--- config.mk ---
export PLATFORM = sky130hd
export DESIGN_NAME = run_state_ctrl
export DESIGN_NICKNAME = d
export VERILOG_FILES = /design/src/rtl/rsc_pkg.sv /design/src/rtl/rsc_settle.sv /design/src/rtl/rsc_fsm.sv /design/src/rtl/rsc_regs.sv /design/src/rtl/run_state_ctrl.sv
export SDC_FILE = /design/constraint.sdc
export NUM_CORES = 1
export LEC_CHECK = 0
export ABC_AREA = 0
export ABC_CLOCK_PERIOD_IN_PS = 3500
export BUFFER_PORTS_ARGS = -buffer_cell sky130_fd_sc_hd__buf_2
export CAP_MARGIN = 20
export CELL_PAD_IN_SITES_DETAIL_PLACEMENT = 2
export CELL_PAD_IN_SITES_GLOBAL_PLACEMENT = 2
export CORE_MARGIN = 5
export CORE_UTILIZATION = 27
export CTS_BUF_LIST = sky130_fd_sc_hd__clkbuf_4 sky130_fd_sc_hd__clkbuf_8 sky130_fd_sc_hd__clkbuf_16
export CTS_CLUSTER_DIAMETER = 60
export CTS_CLUSTER_SIZE = 10
export DETAILED_ROUTE_END_ITERATION = 12
export GPL_TIMING_DRIVEN = 0
export PLACE_DENSITY = 0.8
export SLEW_MARGIN = 20
export SYNTH_ARGS = -nofsm -noshare
export SYNTH_HDL_FRONTEND = slang
export SYNTH_SLANG_ARGS = --single-unit
--- constraint.sdc ---
create_clock -name clk_i -period 3.5 [get_ports clk_i]
set_input_delay 0.35 -clock clk_i [delete_from_list [all_inputs] [get_ports clk_i]]
set_output_delay 0.35 -clock clk_i [all_outputs]
set_load 0.03 [all_outputs]
--- src/rtl/rsc_pkg.sv ---
package rsc_pkg;
  typedef enum logic [1:0] {
    ST_RESET = 2'd0,
    ST_RUN   = 2'd1,
    ST_CLEAR = 2'd2,
    ST_PAUSE = 2'd3
  } run_state_e;

  localparam logic [1:0] ADDR_STATE = 2'd0;
  localparam logic [1:0] ADDR_SWRST = 2'd1;
  localparam logic [1:0] ADDR_MODE  = 2'd2;
  localparam logic [1:0] ADDR_OP    = 2'd3;
endpackage

--- src/rtl/rsc_settle.sv ---
module rsc_settle #(
  parameter int SETTLE_CYC = 4
) (
  input  logic clk_i,
  input  logic rst_ni,
  input  logic start_i,
  output logic valid_o
);
  localparam int CW = $clog2(SETTLE_CYC + 1);
  localparam logic [CW-1:0] LOAD = CW'(SETTLE_CYC);

  logic [CW-1:0] cnt_q;

  always_ff @(posedge clk_i or negedge rst_ni) begin
    if (!rst_ni)              cnt_q <= '0;
    else if (start_i)         cnt_q <= LOAD;
    else if (cnt_q != '0)     cnt_q <= cnt_q - 1'b1;
  end

  assign valid_o = (cnt_q == '0);
endmodule

--- src/rtl/rsc_fsm.sv ---
module rsc_fsm
  import rsc_pkg::*;
(
  input  logic       clk_i,
  input  logic       rst_ni,
  input  logic       req_i,
  input  logic [1:0] code_i,
  input  logic       swrst_i,
  output run_state_e state_o,
  output logic       accept_o,
  output logic       flush_o
);
  run_state_e state_q, nxt;
  logic       arm_q, flush_q;

  // clear code only counts in pause
  assign accept_o = req_i && (code_i != ST_CLEAR || state_q == ST_PAUSE);

  always_comb begin
    if (code_i == ST_CLEAR) nxt = arm_q ? ST_RESET : state_q;
    else                    nxt = run_state_e'(code_i);
  end

  always_ff @(posedge clk_i or negedge rst_ni) begin
    if (!rst_ni) begin
      state_q <= ST_RESET;
      arm_q   <= 1'b0;
      flush_q <= 1'b0;
    end else if (swrst_i) begin
      state_q <= ST_RESET;
      arm_q   <= 1'b0;
      flush_q <= 1'b1;
    end else if (accept_o) begin
      state_q <= nxt;
      arm_q   <= (state_q == ST_PAUSE) && (code_i == ST_CLEAR) && !arm_q;
      flush_q <= (nxt == ST_RESET);
    end else begin
      flush_q <= 1'b0;
    end
  end

  assign state_o = state_q;
  assign flush_o = flush_q;
endmodule

--- src/rtl/rsc_regs.sv ---
module rsc_regs
  import rsc_pkg::*;
#(
  parameter int DATA_W = 16,
  parameter int MODE_W = 4,
  parameter int OP_W   = 8
) (
  input  logic              clk_i,
  input  logic              rst_ni,
  input  logic              wr_i,
  input  logic              rd_i,
  input  logic [1:0]        addr_i,
  input  logic [DATA_W-1:0] wdata_i,
  input  logic              swrst_i,
  input  logic [1:0]        state_i,
  input  logic              valid_i,
  output logic [MODE_W-1:0] mode_o,
  output logic [OP_W-1:0]   op_o,
  output logic [DATA_W-1:0] rdata_o
);
  logic [MODE_W-1:0] mode_q;
  logic [OP_W-1:0]   op_q;

  always_ff @(posedge clk_i or negedge rst_ni) begin
    if (!rst_ni) begin
      mode_q <= '0;
      op_q   <= '0;
    end else if (swrst_i) begin
      mode_q <= '0;
      op_q   <= '0;
    end else if (wr_i) begin
      if (addr_i == ADDR_MODE) mode_q <= wdata_i[MODE_W-1:0];
      if (addr_i == ADDR_OP)   op_q   <= wdata_i[OP_W-1:0];
    end
  end

  always_comb begin
    rdata_o = '0;
    if (rd_i) begin
      case (addr_i)
        ADDR_STATE: rdata_o[2:0]        = {valid_i, state_i};
        ADDR_MODE:  rdata_o[MODE_W-1:0] = mode_q;
        ADDR_OP:    rdata_o[OP_W-1:0]   = op_q;
        default:    rdata_o             = '0;
      endcase
    end
  end

  assign mode_o = mode_q;
  assign op_o   = op_q;
endmodule

--- src/rtl/run_state_ctrl.sv ---
module run_state_ctrl
  import rsc_pkg::*;
#(
  parameter int DATA_W     = 16,
  parameter int MODE_W     = 4,
  parameter int OP_W       = 8,
  parameter int SETTLE_CYC = 4
) (
  input  logic              clk_i,
  input  logic              rst_ni,
  input  logic              wr_i,
  input  logic              rd_i,
  input  logic [1:0]        addr_i,
  input  logic [DATA_W-1:0] wdata_i,
  output logic [DATA_W-1:0] rdata_o,
  output logic [1:0]        state_o,
  output logic              valid_o,
  output logic              xfer_en_o,
  output logic              flush_o,
  output logic [MODE_W-1:0] mode_o,
  output logic [OP_W-1:0]   op_o
);
  initial begin
    if (DATA_W < 3 || DATA_W < MODE_W || DATA_W < OP_W || SETTLE_CYC < 1)
      $error("run_state_ctrl: bad parameters");
  end

  logic       swrst, state_req, accept, valid;
  run_state_e state;

  assign swrst     = wr_i && (addr_i == ADDR_SWRST) && wdata_i[0];
  assign state_req = wr_i && (addr_i == ADDR_STATE) && valid;

  rsc_fsm u_fsm (
    .clk_i    (clk_i),
    .rst_ni   (rst_ni),
    .req_i    (state_req),
    .code_i   (wdata_i[1:0]),
    .swrst_i  (swrst),
    .state_o  (state),
    .accept_o (accept),
    .flush_o  (flush_o)
  );

  rsc_settle #(.SETTLE_CYC(SETTLE_CYC)) u_settle (
    .clk_i   (clk_i),
    .rst_ni  (rst_ni),
    .start_i (accept || swrst),
    .valid_o (valid)
  );

  rsc_regs #(.DATA_W(DATA_W), .MODE_W(MODE_W), .OP_W(OP_W)) u_regs (
    .clk_i   (clk_i),
    .rst_ni  (rst_ni),
    .wr_i    (wr_i),
    .rd_i    (rd_i),
    .addr_i  (addr_i),
    .wdata_i (wdata_i),
    .swrst_i (swrst),
    .state_i (state),
    .valid_i (valid),
    .mode_o  (mode_o),
    .op_o    (op_o),
    .rdata_o (rdata_o)
  );

  assign state_o   = state;
  assign valid_o   = valid;
  assign xfer_en_o = (state == ST_RUN);
endmodule

==> flow_metrics.env <==
export IMPL_outcome="completed"
export IMPL_path_cells="inv_1 -> ha_1 -> ha_1 -> a22oi_1 -> nor2b_1 -> buf_2"
export IMPL_cap_violations=0
export IMPL_hpwl_um=2600
export IMPL_power_density_nw_per_um2=568
export IMPL_numCtsBuffers=3
export IMPL_required_ns=3.15
export IMPL_first_pass_iters=4
export IMPL_yosysUniqueCellTypes=35
export IMPL_grt_pass1_wl_um=5310
export IMPL_fin_cells=209
export IMPL_critical_path_arrival_ns=1.65
export IMPL_pre_cts_slack_ns=1.63
export IMPL_slew_headroom_pct=53.6
export IMPL_syn_inst=112
export IMPL_synthesis_area_um2=1080
export IMPL_synth_area_top_cells="dfrtp_1, a22o_1, buf_4, a21oi_1, nor2_1"
export IMPL_combPwrFrac_pct=40.9
export IMPL_drt_total_wl_um=3290
export IMPL_timing_final_hold_violations=0
export IMPL_die_y_um=73.2
export IMPL_seq_area_um2=475
export IMPL_start_kind="flop"
export IMPL_multi_input_area_um2=518
export IMPL_diodes=0
export IMPL_layout_drive_gt1_share_pct=37.1
export IMPL_crit_path_max_incr_delay_ns=0.39
export IMPL_power_switching_w=0.000323
export IMPL_end_kind="output port"
export IMPL_worstSetupPathType="flop to output port"
export IMPL_pin_count=55
export IMPL_avgRoutedWirePerCell_um=15.7
export IMPL_die_w_um=73.2
export IMPL_fin_setup_tns_ns=0
export IMPL_ant_nets=0
export IMPL_yosys_register_bits=19
export IMPL_insertion_delay_ns=0.25
export IMPL_initial_utilization_pct=27.4
export IMPL_dr_first_iter_drc_count=26
export IMPL_syn_to_final_growth_pct=29.4
export IMPL_route_detailed_drc=0
export IMPL_via_count=989
export IMPL_clkSlewWorstSetupHoldPaths_ns=0.07
export IMPL_synth_area_leader_cell="dfrtp_1"
export IMPL_clock_path_buffers=2
export IMPL_finalSetupViolCount=0
export IMPL_grt_use_total_pct=12.4
export IMPL_placementRows=23
export IMPL_syn_avg_cell_area_um2=9.64
export IMPL_design_power_total_w=0.000794
export IMPL_vias_per_cell=4.73
export IMPL_cts_tree="done"
export IMPL_grt_overflow=0
export IMPL_nets=184
export IMPL_slowest_stage="dfrtp_1"
export IMPL_power_share_clock_pct=20.5
export IMPL_postCtsHoldBufs=0
export IMPL_port_buffers=36
export IMPL_grt_pass1_vias=1075
export IMPL_hold_class="input port to asynchronous set/reset pin"
export IMPL_worstMarginPinSlew_ns=0.693
export IMPL_slew_viol_final=0
export IMPL_fin_crit_sh_pct=57.2
export IMPL_rsz0062_at_grt="false"
export IMPL_dpl_cell_count=205
export IMPL_grt_max_degree=20
export IMPL_synthDominantCellAreaShare_pct=44.0
export IMPL_cts_root_buf="clkbuf_8"
export IMPL_utilization_pct=35.4
export IMPL_core_area_um2=3940
export IMPL_die_area_um2=5360
export IMPL_p_int_w=0.000471
export IMPL_setup_ws_ns=1.50
export IMPL_ys_warn_count=0
export IMPL_peakVddDrop_v=0.000161
export IMPL_n_fill_cell=466
export IMPL_period_needed_ns=2.00
export IMPL_cts_resized_gates=0
export IMPL_synth_seq_area_share_pct=44.0
export IMPL_swShare_pct=40.7
export IMPL_finalWeightedCongestion=0.793
export IMPL_cts_htree_levels=1
export IMPL_path_max_fanout=8
export IMPL_pwr_share_seq_pct=38.6
export IMPL_cts_setup_buffers=0
export IMPL_fin_skew_ns=0.00281
export IMPL_cts_num_sinks=19
export IMPL_antenna_found_initial=0
export IMPL_fmax_ghz=0.500
export IMPL_p_leak_nw=0.749
export IMPL_path_common_cell="ha_1"
## per-layer routing
layer	track usage (%)	share of wire, %	vias to the layer above
li1	-	-	467
met2	22.5	51	30
met1	15.5	41	492
met3	2.20	7.3	0
met4	2.05	0	0
met5	0	0	-
## cell usage after synthesis
cell type and n:
a211o_1 1, a21boi_0 1, a21oi_1 9, a22o_1 8, a22oi_1 3, a311oi_1 2
a31oi_2 1, and2_1 5, and3_1 2, buf_2 2, buf_4 9, clkbuf_1 2
clkbuf_2 1, conb_1 1, dfrtp_1 19, ha_1 2, inv_1 6, mux2_2 3
mux2i_1 1, nand2_1 4, nand2b_1 1, nand3_1 1, nand3_2 1, nand3b_1 1
nand4bb_1 1, nor2_1 11, nor2b_1 5, nor3_1 1, nor4bb_1 1, o211ai_1 1
o21ai_0 1, o22ai_1 2, or2_2 1, or2_4 1, xor2_1 1
## per-stage QoR
stage	instance area, µm²	hold WS [ns]
after global routing	1400	0.0670
final	1400	0.0390
after CTS	1400	0.0470
after floorplan	1110	0.0544
after detailed placement	1350	0.333
after global placement	1350	0.315
## worst max-delay path: cells and delay by family, from the launching register on
family	cells	cell delay, ns
adder cells (fa/ha/maj)	2	0.47
flip-flops	1	0.39
buffers and inverters	2	0.29
AND/OR/NAND/NOR	1	0.13
AO/OA/AOI/OAI	1	0.12
## power by group through the flow
stage	combinational [W]	clock, W	sequential, W
3_5_place_dp	0.000330	0	0.000312
5_1_grt	0.000357	0.000181	0.000315
6_report	0.000324	0.000163	0.000306
2_1_floorplan	0.000189	0	0.000350
4_1_cts	0.000332	0.000171	0.000308
3_3_place_gp	0.000314	0	0.000308
## final timing paths
| check | to | startpoint | cells after the start | slack, ns |
|---|---|---|---|---|
| setup / recovery | rdata_o[2] | u_settle.cnt_q[0]$_DFFE_PN0P_ | 6 | 1.50 |
| hold / removal | u_regs.op_o[3]$_DFFE_PN0P_ | rst_ni | 1 | 0.04 |
| setup reg to reg | u_settle.cnt_q[2]$_DFFE_PN0P_ | u_settle.cnt_q[0]$_DFFE_PN0P_ | 7 | 1.65 |
| hold reg to reg | u_settle.cnt_q[2]$_DFFE_PN0P_ | u_settle.cnt_q[2]$_DFFE_PN0P_ | 1 | 0.51 |
| max in group asynchronous | u_settle.cnt_q[1]$_DFFE_PN0P_ | rst_ni | 1 | 3.14 |
| min in group clk_i | u_regs.op_o[6]$_DFFE_PN0P_ | wdata_i[6] | 2 | 0.32 |
## placed cells by master, fill, tap and decap left out, types with 2 or more instances in the layout
cell type  synthesis  layout
buf_2              2      38
a22oi_1            3       3
mux2_2             3       3
a311oi_1           2       2
inv_1              6       6
nor2b_1            5       5
nor2_1            11      11
nand2_1            4       4
conb_1             1       8
o22ai_1            2       2
a22o_1             8       8
buf_4              9       9
a21oi_1            9       9
ha_1               2       2
dfrtp_1           19      19
clkbuf_1           2       2
and2_1             5       5
clkbuf_8           0       3
and3_1             2       2
## final cells by class
| class | count | area share (%) |
|---|---|---|
| well taps | 50 | 4.48 |
| plain buffers | 14 | 6.45 |
| repair buffers | 36 | 12.9 |
| inverters | 6 | 1.61 |
| flip-flops and latches | 19 | 34.0 |
| clock buffers | 4 | 3.49 |
| multi-input cells | 80 | 37.1 |
## sequential cells by signal, summed over array words and instances, names as in the netlist
name,flops
u_regs.mode_o,4
u_settle.cnt_q,3
u_regs.op_o,8
u_fsm.state_o,2
u_fsm.arm_q,1
u_fsm.flush_o,1
## cell families (layout without fill, tap and decap cells)
group           Yosys count  after routing  share of synthesized area [%]
other cells               1              8                          0.347
mux                       4              4                           4.06
buf+inv                  20             60                           10.4
xor+xnor                  1              1                          0.811
fa+ha+maj                 2              2                           2.32
simple gates             36             36                           18.7
flops                    19             19                           44.0
compound gates           29             29                           19.4
(Power assumes the default switching activity.)
